<file path="src/rtl/hpc_pkg.sv">
package hpc_pkg;
   localparam int CODE_W    = 8;
   localparam int TGT_W     = 5;
   localparam int MAX_SLOTS = 31;

   localparam logic [1:0] ST_KEEP = 2'd0;
   localparam logic [1:0] ST_PWR  = 2'd1;
   localparam logic [1:0] ST_EN   = 2'd2;
   localparam logic [1:0] ST_DIS  = 2'd3;

   localparam logic [1:0] IND_KEEP = 2'd0;
   localparam logic [1:0] IND_ON   = 2'd1;
   localparam logic [1:0] IND_OFF  = 2'd3;

   localparam logic [CODE_W-1:0] OP_PWR_ALL = 8'h48;
   localparam logic [CODE_W-1:0] OP_EN_ALL  = 8'h49;

   typedef struct packed {
      logic [1:0] state;
      logic [1:0] pwr;
      logic [1:0] attn;
   } slot_req_t;
endpackage

</file>
<file path="src/rtl/hpc_slot_cell.sv">
module hpc_slot_cell
   import hpc_pkg::*;
(
   input  logic       clk,
   input  logic       rst_n,
   input  logic       boot_occ,
   input  logic       apply,
   input  slot_req_t  req,
   input  logic       evt_ack,
   output logic [1:0] state_q,
   output logic [1:0] pwr_q,
   output logic [1:0] attn_q,
   output logic       mrl_open_q,
   output logic       empty_q,
   output logic       evt_mrl_q,
   output logic       evt_prs_q
);
   logic [1:0] nxt_pwr;
   logic [1:0] nxt_attn;
   logic       go_up;
   logic       go_down;
   logic       eject;

   always_comb begin
      nxt_pwr  = (req.pwr  != IND_KEEP) ? req.pwr  : pwr_q;
      nxt_attn = (req.attn != IND_KEEP) ? req.attn : attn_q;
      go_up    = (state_q == ST_DIS) && ((req.state == ST_PWR) || (req.state == ST_EN));
      go_down  = ((state_q == ST_EN) || (state_q == ST_PWR)) && (req.state == ST_DIS);
      eject    = apply && go_down && (nxt_pwr == IND_OFF);
   end

   always_ff @(posedge clk) begin
      if (!rst_n) begin
         state_q    <= boot_occ ? ST_EN : ST_DIS;
         pwr_q      <= boot_occ ? IND_ON : IND_OFF;
         attn_q     <= IND_KEEP;
         mrl_open_q <= !boot_occ;
         empty_q    <= !boot_occ;
         evt_mrl_q  <= 1'b0;
         evt_prs_q  <= 1'b0;
      end else begin
         if (apply) begin
            pwr_q  <= nxt_pwr;
            attn_q <= nxt_attn;
            if (go_up || go_down) state_q <= req.state;
         end
         if (eject) begin
            mrl_open_q <= 1'b1;
            empty_q    <= 1'b1;
         end
         evt_mrl_q <= eject | (evt_mrl_q & ~evt_ack);
         evt_prs_q <= eject | (evt_prs_q & ~evt_ack);
      end
   end
endmodule

</file>
<file path="src/rtl/hpc_cmd_seq.sv">
module hpc_cmd_seq
   import hpc_pkg::*;
#(
   parameter int NUM_SLOTS = 4
) (
   input  logic                   clk,
   input  logic                   rst_n,
   input  logic                   cmd_we,
   input  logic [CODE_W-1:0]      cmd_code,
   input  logic [TGT_W-1:0]       cmd_target,
   input  logic                   det_clr,
   input  logic [2*NUM_SLOTS-1:0] slot_state,
   input  logic [NUM_SLOTS-1:0]   slot_mrl_open,
   output logic [NUM_SLOTS-1:0]   apply,
   output slot_req_t              req,
   output logic [2:0]             bus_speed,
   output logic                   sts_busy,
   output logic                   sts_mrl_open,
   output logic                   sts_inv_cmd,
   output logic                   sts_inv_mode,
   output logic                   cmd_detected
);
   localparam int IDXW = (NUM_SLOTS > 1) ? $clog2(NUM_SLOTS) : 1;
   localparam logic [IDXW-1:0] LAST = IDXW'(NUM_SLOTS - 1);

   logic [IDXW-1:0] idx_q;
   logic            bulk_en_q;
   logic [1:0]      sel_state;
   logic            cur_mrl;
   logic            any_en;
   logic            tgt_ok;
   logic            is_slot;
   logic            is_speed;
   logic            is_bulk;
   logic            en_to_pwr;
   logic            take;
   logic            slot_go;

   always_comb begin
      sel_state = ST_KEEP;
      cur_mrl   = 1'b0;
      any_en    = 1'b0;
      for (int i = 0; i < NUM_SLOTS; i++) begin
         if (cmd_target == TGT_W'(i + 1)) sel_state = slot_state[2*i +: 2];
         if (idx_q == IDXW'(i))           cur_mrl   = slot_mrl_open[i];
         if (slot_state[2*i +: 2] == ST_EN) any_en  = 1'b1;
      end
      tgt_ok    = (cmd_target != '0) && (int'(cmd_target) <= NUM_SLOTS);
      is_slot   = (cmd_code[7:6] == 2'b00);
      is_speed  = (cmd_code[7:3] == 5'b01000);
      is_bulk   = (cmd_code == OP_PWR_ALL) || (cmd_code == OP_EN_ALL);
      en_to_pwr = (sel_state == ST_EN) && (cmd_code[1:0] == ST_PWR);
      take      = cmd_we && !sts_busy;
      slot_go   = take && is_slot && tgt_ok && !en_to_pwr;
   end

   always_comb begin
      if (sts_busy) begin
         req.attn = IND_KEEP;
         if (cur_mrl) begin
            req.state = ST_KEEP;
            req.pwr   = IND_OFF;
         end else begin
            req.state = bulk_en_q ? ST_EN : ST_PWR;
            req.pwr   = IND_ON;
         end
      end else begin
         req.state = cmd_code[1:0];
         req.pwr   = cmd_code[3:2];
         req.attn  = cmd_code[5:4];
      end
      for (int i = 0; i < NUM_SLOTS; i++) begin
         apply[i] = sts_busy ? (idx_q == IDXW'(i))
                             : (slot_go && (cmd_target == TGT_W'(i + 1)));
      end
   end

   always_ff @(posedge clk) begin
      if (!rst_n) begin
         idx_q        <= '0;
         bulk_en_q    <= 1'b0;
         bus_speed    <= 3'd0;
         sts_busy     <= 1'b0;
         sts_mrl_open <= 1'b0;
         sts_inv_cmd  <= 1'b0;
         sts_inv_mode <= 1'b0;
         cmd_detected <= 1'b0;
      end else begin
         if (det_clr) cmd_detected <= 1'b0;
         if (sts_busy) begin
            if (idx_q == LAST) begin
               sts_busy     <= 1'b0;
               cmd_detected <= 1'b1;
            end else begin
               idx_q <= idx_q + 1'b1;
            end
         end else if (take) begin
            sts_mrl_open <= 1'b0;
            sts_inv_cmd  <= 1'b0;
            sts_inv_mode <= 1'b0;
            if (is_slot) begin
               if (!tgt_ok || en_to_pwr) sts_inv_cmd <= 1'b1;
               cmd_detected <= 1'b1;
            end else if (is_speed) begin
               if (cmd_code[2:0] != 3'd0) sts_inv_mode <= 1'b1;
               else                       bus_speed    <= cmd_code[2:0];
               cmd_detected <= 1'b1;
            end else if (is_bulk) begin
               if (any_en) begin
                  sts_inv_cmd  <= 1'b1;
                  cmd_detected <= 1'b1;
               end else begin
                  sts_busy  <= 1'b1;
                  idx_q     <= '0;
                  bulk_en_q <= cmd_code[0];
               end
            end else begin
               sts_inv_cmd  <= 1'b1;
               cmd_detected <= 1'b1;
            end
         end
      end
   end
endmodule

</file>
<file path="src/rtl/hpc_cmd_decoder.sv">
module hpc_cmd_decoder
   import hpc_pkg::*;
#(
   parameter int NUM_SLOTS = 4
) (
   input  logic                   clk,
   input  logic                   rst_n,
   input  logic [NUM_SLOTS-1:0]   boot_present,
   input  logic                   cmd_we,
   input  logic [7:0]             cmd_code,
   input  logic [4:0]             cmd_target,
   input  logic [NUM_SLOTS-1:0]   evt_ack,
   input  logic                   det_clr,
   output logic [2*NUM_SLOTS-1:0] slot_state,
   output logic [2*NUM_SLOTS-1:0] slot_pwr_ind,
   output logic [2*NUM_SLOTS-1:0] slot_attn_ind,
   output logic [NUM_SLOTS-1:0]   slot_mrl_open,
   output logic [NUM_SLOTS-1:0]   slot_empty,
   output logic [NUM_SLOTS-1:0]   evt_mrl,
   output logic [NUM_SLOTS-1:0]   evt_presence,
   output logic [2:0]             bus_speed,
   output logic                   sts_busy,
   output logic                   sts_mrl_open,
   output logic                   sts_inv_cmd,
   output logic                   sts_inv_mode,
   output logic                   cmd_detected
);
   generate
      if (NUM_SLOTS < 1 || NUM_SLOTS > MAX_SLOTS) begin : g_bad_cfg
         $error("hpc_cmd_decoder: NUM_SLOTS must lie in 1..31");
      end
   endgenerate

   logic [NUM_SLOTS-1:0] apply;
   slot_req_t            req;

   hpc_cmd_seq #(.NUM_SLOTS(NUM_SLOTS)) u_seq (
      .clk          (clk),
      .rst_n        (rst_n),
      .cmd_we       (cmd_we),
      .cmd_code     (cmd_code),
      .cmd_target   (cmd_target),
      .det_clr      (det_clr),
      .slot_state   (slot_state),
      .slot_mrl_open(slot_mrl_open),
      .apply        (apply),
      .req          (req),
      .bus_speed    (bus_speed),
      .sts_busy     (sts_busy),
      .sts_mrl_open (sts_mrl_open),
      .sts_inv_cmd  (sts_inv_cmd),
      .sts_inv_mode (sts_inv_mode),
      .cmd_detected (cmd_detected)
   );

   generate
      for (genvar s = 0; s < NUM_SLOTS; s++) begin : g_slot
         hpc_slot_cell u_cell (
            .clk       (clk),
            .rst_n     (rst_n),
            .boot_occ  (boot_present[s]),
            .apply     (apply[s]),
            .req       (req),
            .evt_ack   (evt_ack[s]),
            .state_q   (slot_state[2*s +: 2]),
            .pwr_q     (slot_pwr_ind[2*s +: 2]),
            .attn_q    (slot_attn_ind[2*s +: 2]),
            .mrl_open_q(slot_mrl_open[s]),
            .empty_q   (slot_empty[s]),
            .evt_mrl_q (evt_mrl[s]),
            .evt_prs_q (evt_presence[s])
         );
      end
   endgenerate
endmodule

</file>
<file path="config.mk">
export PLATFORM = sky130hd
export DESIGN_NAME = hpc_cmd_decoder
export DESIGN_NICKNAME = d
export VERILOG_FILES = /design/src/rtl/hpc_pkg.sv /design/src/rtl/hpc_slot_cell.sv /design/src/rtl/hpc_cmd_seq.sv /design/src/rtl/hpc_cmd_decoder.sv
export SDC_FILE = /design/constraint.sdc
export NUM_CORES = 1
export LEC_CHECK = 0
export BUFFER_PORTS_ARGS = -buffer_cell sky130_fd_sc_hd__buf_2
export CELL_PAD_IN_SITES_DETAIL_PLACEMENT = 0
export CELL_PAD_IN_SITES_GLOBAL_PLACEMENT = 2
export CORE_MARGIN = 1
export CORE_UTILIZATION = 33
export CTS_CLUSTER_SIZE = 40
export DETAILED_ROUTE_END_ITERATION = 10
export GPL_ROUTABILITY_DRIVEN = 0
export PLACE_DENSITY_LB_ADDON = 0.12
export SKIP_LAST_GASP = 1
export SLEW_MARGIN = 20
export SYNTH_ARGS = -nofsm -noshare
export SYNTH_HDL_FRONTEND = slang
export SYNTH_HIERARCHICAL = 1
export SYNTH_SLANG_ARGS = --single-unit
</file>
<file path="constraint.sdc">
create_clock -name clk -period 4.4 [get_ports clk]
set_input_delay 0.88 -clock clk [delete_from_list [all_inputs] [get_ports clk]]
set_output_delay 0.88 -clock clk [all_outputs]
set_load 0.02 [all_outputs]
</file>
* Yosys cells after proc, flatten, opt, wreduce, memory -nomap -nowiden
Cells that the tools add are included.
Storage, ports and cells: output and inout bits 48, bits of input ports 25, word-level logic and storage cells 258, bits in registers 46
Cells by class: equal/unequal tests 47, reduce and logical (&&, ||, !) cells 64, multiplexer cells 89, add/subtract/negate cells 1, bitwise logic cells 25, $lt $le $gt $ge 1
Operator list (number):
- two-way mux 2 bit | 40
- two-way mux 1 bit | 47
- equality test 2 bit, second input constant | 17
- inequality test 2 x 1 -> 1 bit, second input constant | 15
- logical AND 1 bit | 26
- AND reduction 2 bit | 9
- equality test 8 x 7 -> 1 bit, second input constant | 2
- equality test 2 x 1 -> 1 bit, second input constant | 7
- AND reduction 6 bit | 2
- logical OR 1 bit | 11
- equality test 5 x 2 -> 1 bit, second input constant | 2
- inverter 1 bit | 9
- bitwise AND 1 bit | 8
- bitwise OR 1 bit | 8
- nonzero test 2 bit | 4
- zero test 1 bit | 7
- two-way mux 6 bit | 1
- equality test 5 x 1 -> 1 bit, second input constant | 1
- equality test 5 x 3 -> 1 bit, second input constant | 1
- equality test 5 x 4 -> 1 bit, second input constant | 1
- <= comparator 5 x 3 -> 1 bit, second input constant | 1
- AND reduction 5 bit | 1
- nonzero test 5 bit | 1
- zero test 2 bit | 2
- other kinds (4) | 4

* Depth between registers and ports, before layout
depth after elaboration 15, depth in mapped cells 11, depth with buffers taken out 11

* Modules after synthesis
Netlist, hierarchy kept.
By module, submodules not included:
- hpc_slot_cell | instances 4, sequential area each 230.2 um2, area each 406.6 um2, cells an instance 37
- hpc_cmd_seq | instances 1, sequential area each 200.2 um2, area each 768.2 um2, cells an instance 99

* Least setup slack after synthesis
OpenSTA, ideal clock, no wires.
kind input -> register, from in cmd_target[0], to reg g_slot[0].u_cell.empty_q, enable pin, required time 4.153 ns, setup slack 1.992 ns, buffers on the path 0, cell stages on the path 8, data arrival time 2.161 ns, cells stage by stage and2_2 > a22oi_2 > o21ai_2 > o211a_1 > a32o_2 > and3_1 > o221ai_2 > nand2_1
Between the ends: longest elaborated chain between the ends 14, elaborated cells between the ends (all ways) 21
RTL lines:
- start, declared | line hpc_cmd_decoder.sv:11 | input logic [4:0] cmd_target,
- equality test 5 x 1 -> 1 bit | line hpc_cmd_seq.sv:44, hpc_cmd_seq.sv:74
- two-way mux 2 bit (4 in series) | line hpc_cmd_seq.sv:44 | if (cmd_target == TGT_W'(i + 1)) sel_state = slot_state[2*i +: 2];
- equality test 2 bit | line hpc_cmd_seq.sv:52 | en_to_pwr = (sel_state == ST_EN) && (cmd_code[1:0] == ST_PWR);
- logical AND 1 bit | line hpc_cmd_seq.sv:52
- zero test 1 bit | line hpc_cmd_seq.sv:54 | slot_go = take && is_slot && tgt_ok && !en_to_pwr;
- logical AND 1 bit | line hpc_cmd_seq.sv:54
- logical AND 1 bit * | line hpc_cmd_seq.sv:74 | : (slot_go && (cmd_target == TGT_W'(i + 1)));
- two-way mux 1 bit * | line hpc_cmd_seq.sv:73 | apply[i] = sts_busy ? (idx_q == IDXW'(i))
- via apply[0] | line hpc_cmd_decoder.sv:34 | logic [NUM_SLOTS-1:0] apply;
- logical AND 1 bit * (2 in series) | line hpc_slot_cell.sv:29 | eject = apply && go_down && (nxt_pwr == IND_OFF);
- inequality test 2 x 1 -> 1 bit (no source line) *
- end signal, assigned | line hpc_slot_cell.sv:38 | empty_q <= !boot_occ;
- end, declared | line hpc_slot_cell.sv:14 | output logic empty_q,
Mark *: on every way through the listed nets, which the timed path passes. The rest lies on a longest branch. A chain may end at the register's enable or synchronous reset.

==> out/results.tsv <==
stage	metric	value	unit
pwr	p_sw	232.9	µW
pwr	sw_frac_of_total	27.36	%
logic_synthesis	async_flop_share	0	%
logic_synthesis	syn_area_per_cell	9.696	µm²
pwr	p_comb_share	14.6	%
logic_synthesis	synth_fp_nets	284	
logic_synthesis	ys_ff_latch	46	
detailed_routing	ant_nets	0	
logic_synthesis	ys_warn_count	6	
placement	dp_hpwl	4588	µm
cells_and_area	drive_above_1_share	31.35	%
global_routing	grt_usage	17.15	%
placement	placed_cells	407	
clocking	clk_pin_slew	90	ps
timing	finalSetupViolations	0	
detailed_routing	drc	0	
clocking	root_buffer	clkbuf_8	
timing	rsz0062_at_grt	false	
critical_path	critPathLaunchType	register	
clocking	numCtsBuffers	5	
critical_path	ff2ff_path_depth	11	
die	pin_count	73	
die	fp.coreArea	6907	µm²
detailed_routing	vias_per_cell	4.769	
clocking	clockBufferDepth	2	
die	rows	30	
clocking	insertion_delay	300	ps
hold_path	worstHoldStart	g_slot[2].u_cell/attn_q[0]	
placement	port_buffers	71	
clocking	cts_hold_buffers	0	
timing	holdWs	455.7	ps
critical_path	crit_path_max_incr_delay	700	ps
logic_synthesis	syn_area	2395	µm²
die	dieArea	7601	µm²
pwr	ir_drop	0.1463	mV
global_routing	grt-ovfl-total	0	
die	start_util	34.67	%
critical_path	arrival	2860	ps
logic_synthesis	syn_inst	247	
status	status	finished clean	
hold_path	hp-class	reg2reg	
hold_path	hold_path_depth	2	
logic_synthesis	ys.flop_type	dfxtp_1	
job	drv_cap	0	
clocking	cts-htree-levels	2	
critical_path	regToRegStartpoint	u_seq/idx_q[0]	
pwr	powerDensity	292.5	nW/µm²
detailed_routing	vias	1979	
global_routing	grt_pass1_wl	9729	µm
logic_synthesis	synth_cell_types	44	
critical_path	cp.required	4420	ps
timing	finalCritPeriodShare	64.60	%
timing	max_freq	351.8	MHz
die	die_y	87.19	µm
critical_path	rrSetupSlack	1560	ps
timing	hold_violations	0	
timing	maxSlewViolCount	0	
pwr	seq_power_share	55.2	%
global_routing	antenna_found_initial	0	
hold_path	min_to	g_slot[2].u_cell/attn_q[0]	
timing	tightest_slew	842.0	ps
detailed_routing	drtIter0Drc	92	
global_routing	grt_pass1_vias	1892	
critical_path	crit_chain	inv_1 -> ha_1 -> a21oi_1 -> o21ai_0 -> a22oi_1 -> nand2_1 -> o22ai_1 -> ha_1 -> and3_1 -> o221ai_2 -> nand2_1	
cells_and_area	finalNetCount	355	
pwr	p_leak	0.001230	µW
critical_path	cp_top_family	compound AO/OA/AOI/OAI gates	
clocking	cts_sinks	46	
logic_synthesis	seq_area_frac_synth	46.81	%
critical_path	crit_fanout	8	
cells_and_area	n_antenna_cell	0	
clocking	post_cts_buffers	0	
timing	min_period	2842	ps
die	die_w	87.19	µm
critical_path	crit_slowest_cell	o22ai_1	
cells_and_area	area_growth	21.58	%
timing	skew	5.915	ps
critical_path	critical_path_class	reg2reg	
pwr	clock_power_share	30.3	%
pwr	p_int	618.6	µW
detailed_routing	post_drt_wl_per_cell	14.92	µm
detailed_routing	drtPass1Iterations	4	
critical_path	end_kind	register	
timing	max_slew_margin	43.86	%
cells_and_area	utilization	42.16	%
cells_and_area	final_common_cell	buf_2	
global_routing	grt_start_max_net_pins	32	
logic_synthesis	synth-edff-count	20	
clocking	cts_resized	0	
detailed_routing	wl	6190	µm
cells_and_area	fin_cells	415	
clocking	tritoncts	yes	
cells_and_area	final_cell_mix	71 x buf_2, 39 x nand2_1, 26 x dfxtp_1	
timing	fin_setup_tns	0	ps
critical_path	r2r_end	g_slot[1].u_cell/empty_q	
critical_path	worst-path-buf-inv	1	
-- sequential cells by signal, indices dropped and copies added, names as in the netlist --
register / cells
g_slot.u_cell/state_q: 8
g_slot.u_cell/empty_q: 4
u_seq/sts_inv_cmd: 1
u_seq/cmd_detected: 1
u_seq/idx_q: 2
u_seq/sts_inv_mode: 1
g_slot.u_cell/pwr_q: 8
u_seq/bulk_en_q: 1
u_seq/sts_busy: 1
u_seq/bus_speed: 3
g_slot.u_cell/evt_mrl_q: 4
g_slot.u_cell/attn_q: 8
g_slot.u_cell/evt_prs_q: 4
-- synthesized netlist by cell type (6+ instances only) --
cell type | number | area (µm²)
nand2_1 | 39 | 146.4
nor2b_1 | 14 | 87.58
edfxtp_1 | 20 | 600.6
a22oi_1 | 6 | 45.04
o21a_1 | 7 | 52.55
inv_1 | 11 | 41.29
a21oi_1 | 20 | 100.1
o22ai_1 | 6 | 37.54
ha_1 | 12 | 150.1
dfxtp_1 | 26 | 520.5
o21ai_0 | 7 | 35.03
nand2b_1 | 13 | 81.33
-- worst register-to-register path, cell delays in order (launching register included) --
cell and delay [ps]:
dfxtp_1 380, inv_1 90, ha_1 230, a21oi_1 110, o21ai_0 90, a22oi_1 140, nand2_1 120, o22ai_1 700
ha_1 290, and3_1 180, o221ai_2 110, nand2_1 110
-- cells by family after synthesis --
kind of cell	Yosys count	share of synthesized area (%)
adders and majority gates	12	6.269
muxes	1	0.4180
buffers and inverters	24	4.546
DFF	46	46.81
AOI/OAI and AO/OA	66	20.38
and+or+nand+nor	97	21.42
other	1	0.1566
-- power by group through the flow --
stage / clock, µW / combinational, µW / sequential, µW
floorplan: 0 / 65.2 / 493
global placement: 0 / 126 / 480
detailed placement: 0 / 125 / 480
CTS: 272 / 126 / 470
global route: 287 / 137 / 472
finish: 258 / 124 / 470
-- stage by stage --
stage                     power (µW)  cell area, µm²  worst slack (ps)
after CTS                      867.8            2912              1525
after floorplan                558.4            2395              1992
after detailed placement       604.6            2825              1534
after global placement         605.8            2825              1564
final                          851.5            2912              1558
after global routing           895.9            2912              1293
-- per-layer routing --
| layer | GRT usage (%) | vias to the layer above | routed length [µm] |
|---|---|---|---|
| met5 | 0 | - | 0 |
| li1 | - | 1022 | - |
| met1 | 23.15 | 903 | 2886 |
| met3 | 3.791 | 4 | 330 |
| met4 | 4.024 | 0 | 50 |
| met2 | 28.06 | 50 | 2923 |
-- worst max-delay path by stage --
stage / start / end / slack, ps / cells after the start
after floorplan: cmd_target[0] / g_slot[0].u_cell/empty_q / 1990 / 8
after global placement: u_seq/idx_q[1] / g_slot[3].u_cell/empty_q / 1560 / 11
after detailed placement: u_seq/idx_q[0] / g_slot[1].u_cell/empty_q / 1530 / 11
after CTS: u_seq/idx_q[0] / g_slot[1].u_cell/empty_q / 1530 / 11
after global routing: u_seq/idx_q[1] / g_slot[3].u_cell/state_q[0] / 1290 / 10
final: u_seq/idx_q[0] / g_slot[1].u_cell/empty_q / 1560 / 11
-- cell type report --
class	instances	area [µm²]
sequential	46	1121
tap	96	120.1
multi-input combinational	177	1165
inverter	17	63.81
fill	722	3995
clock buffer	6	72.57
timing repair buffer	71	355.3
clock inverter	2	13.76
No activity file was read; power rests on OpenSTA's default activity.
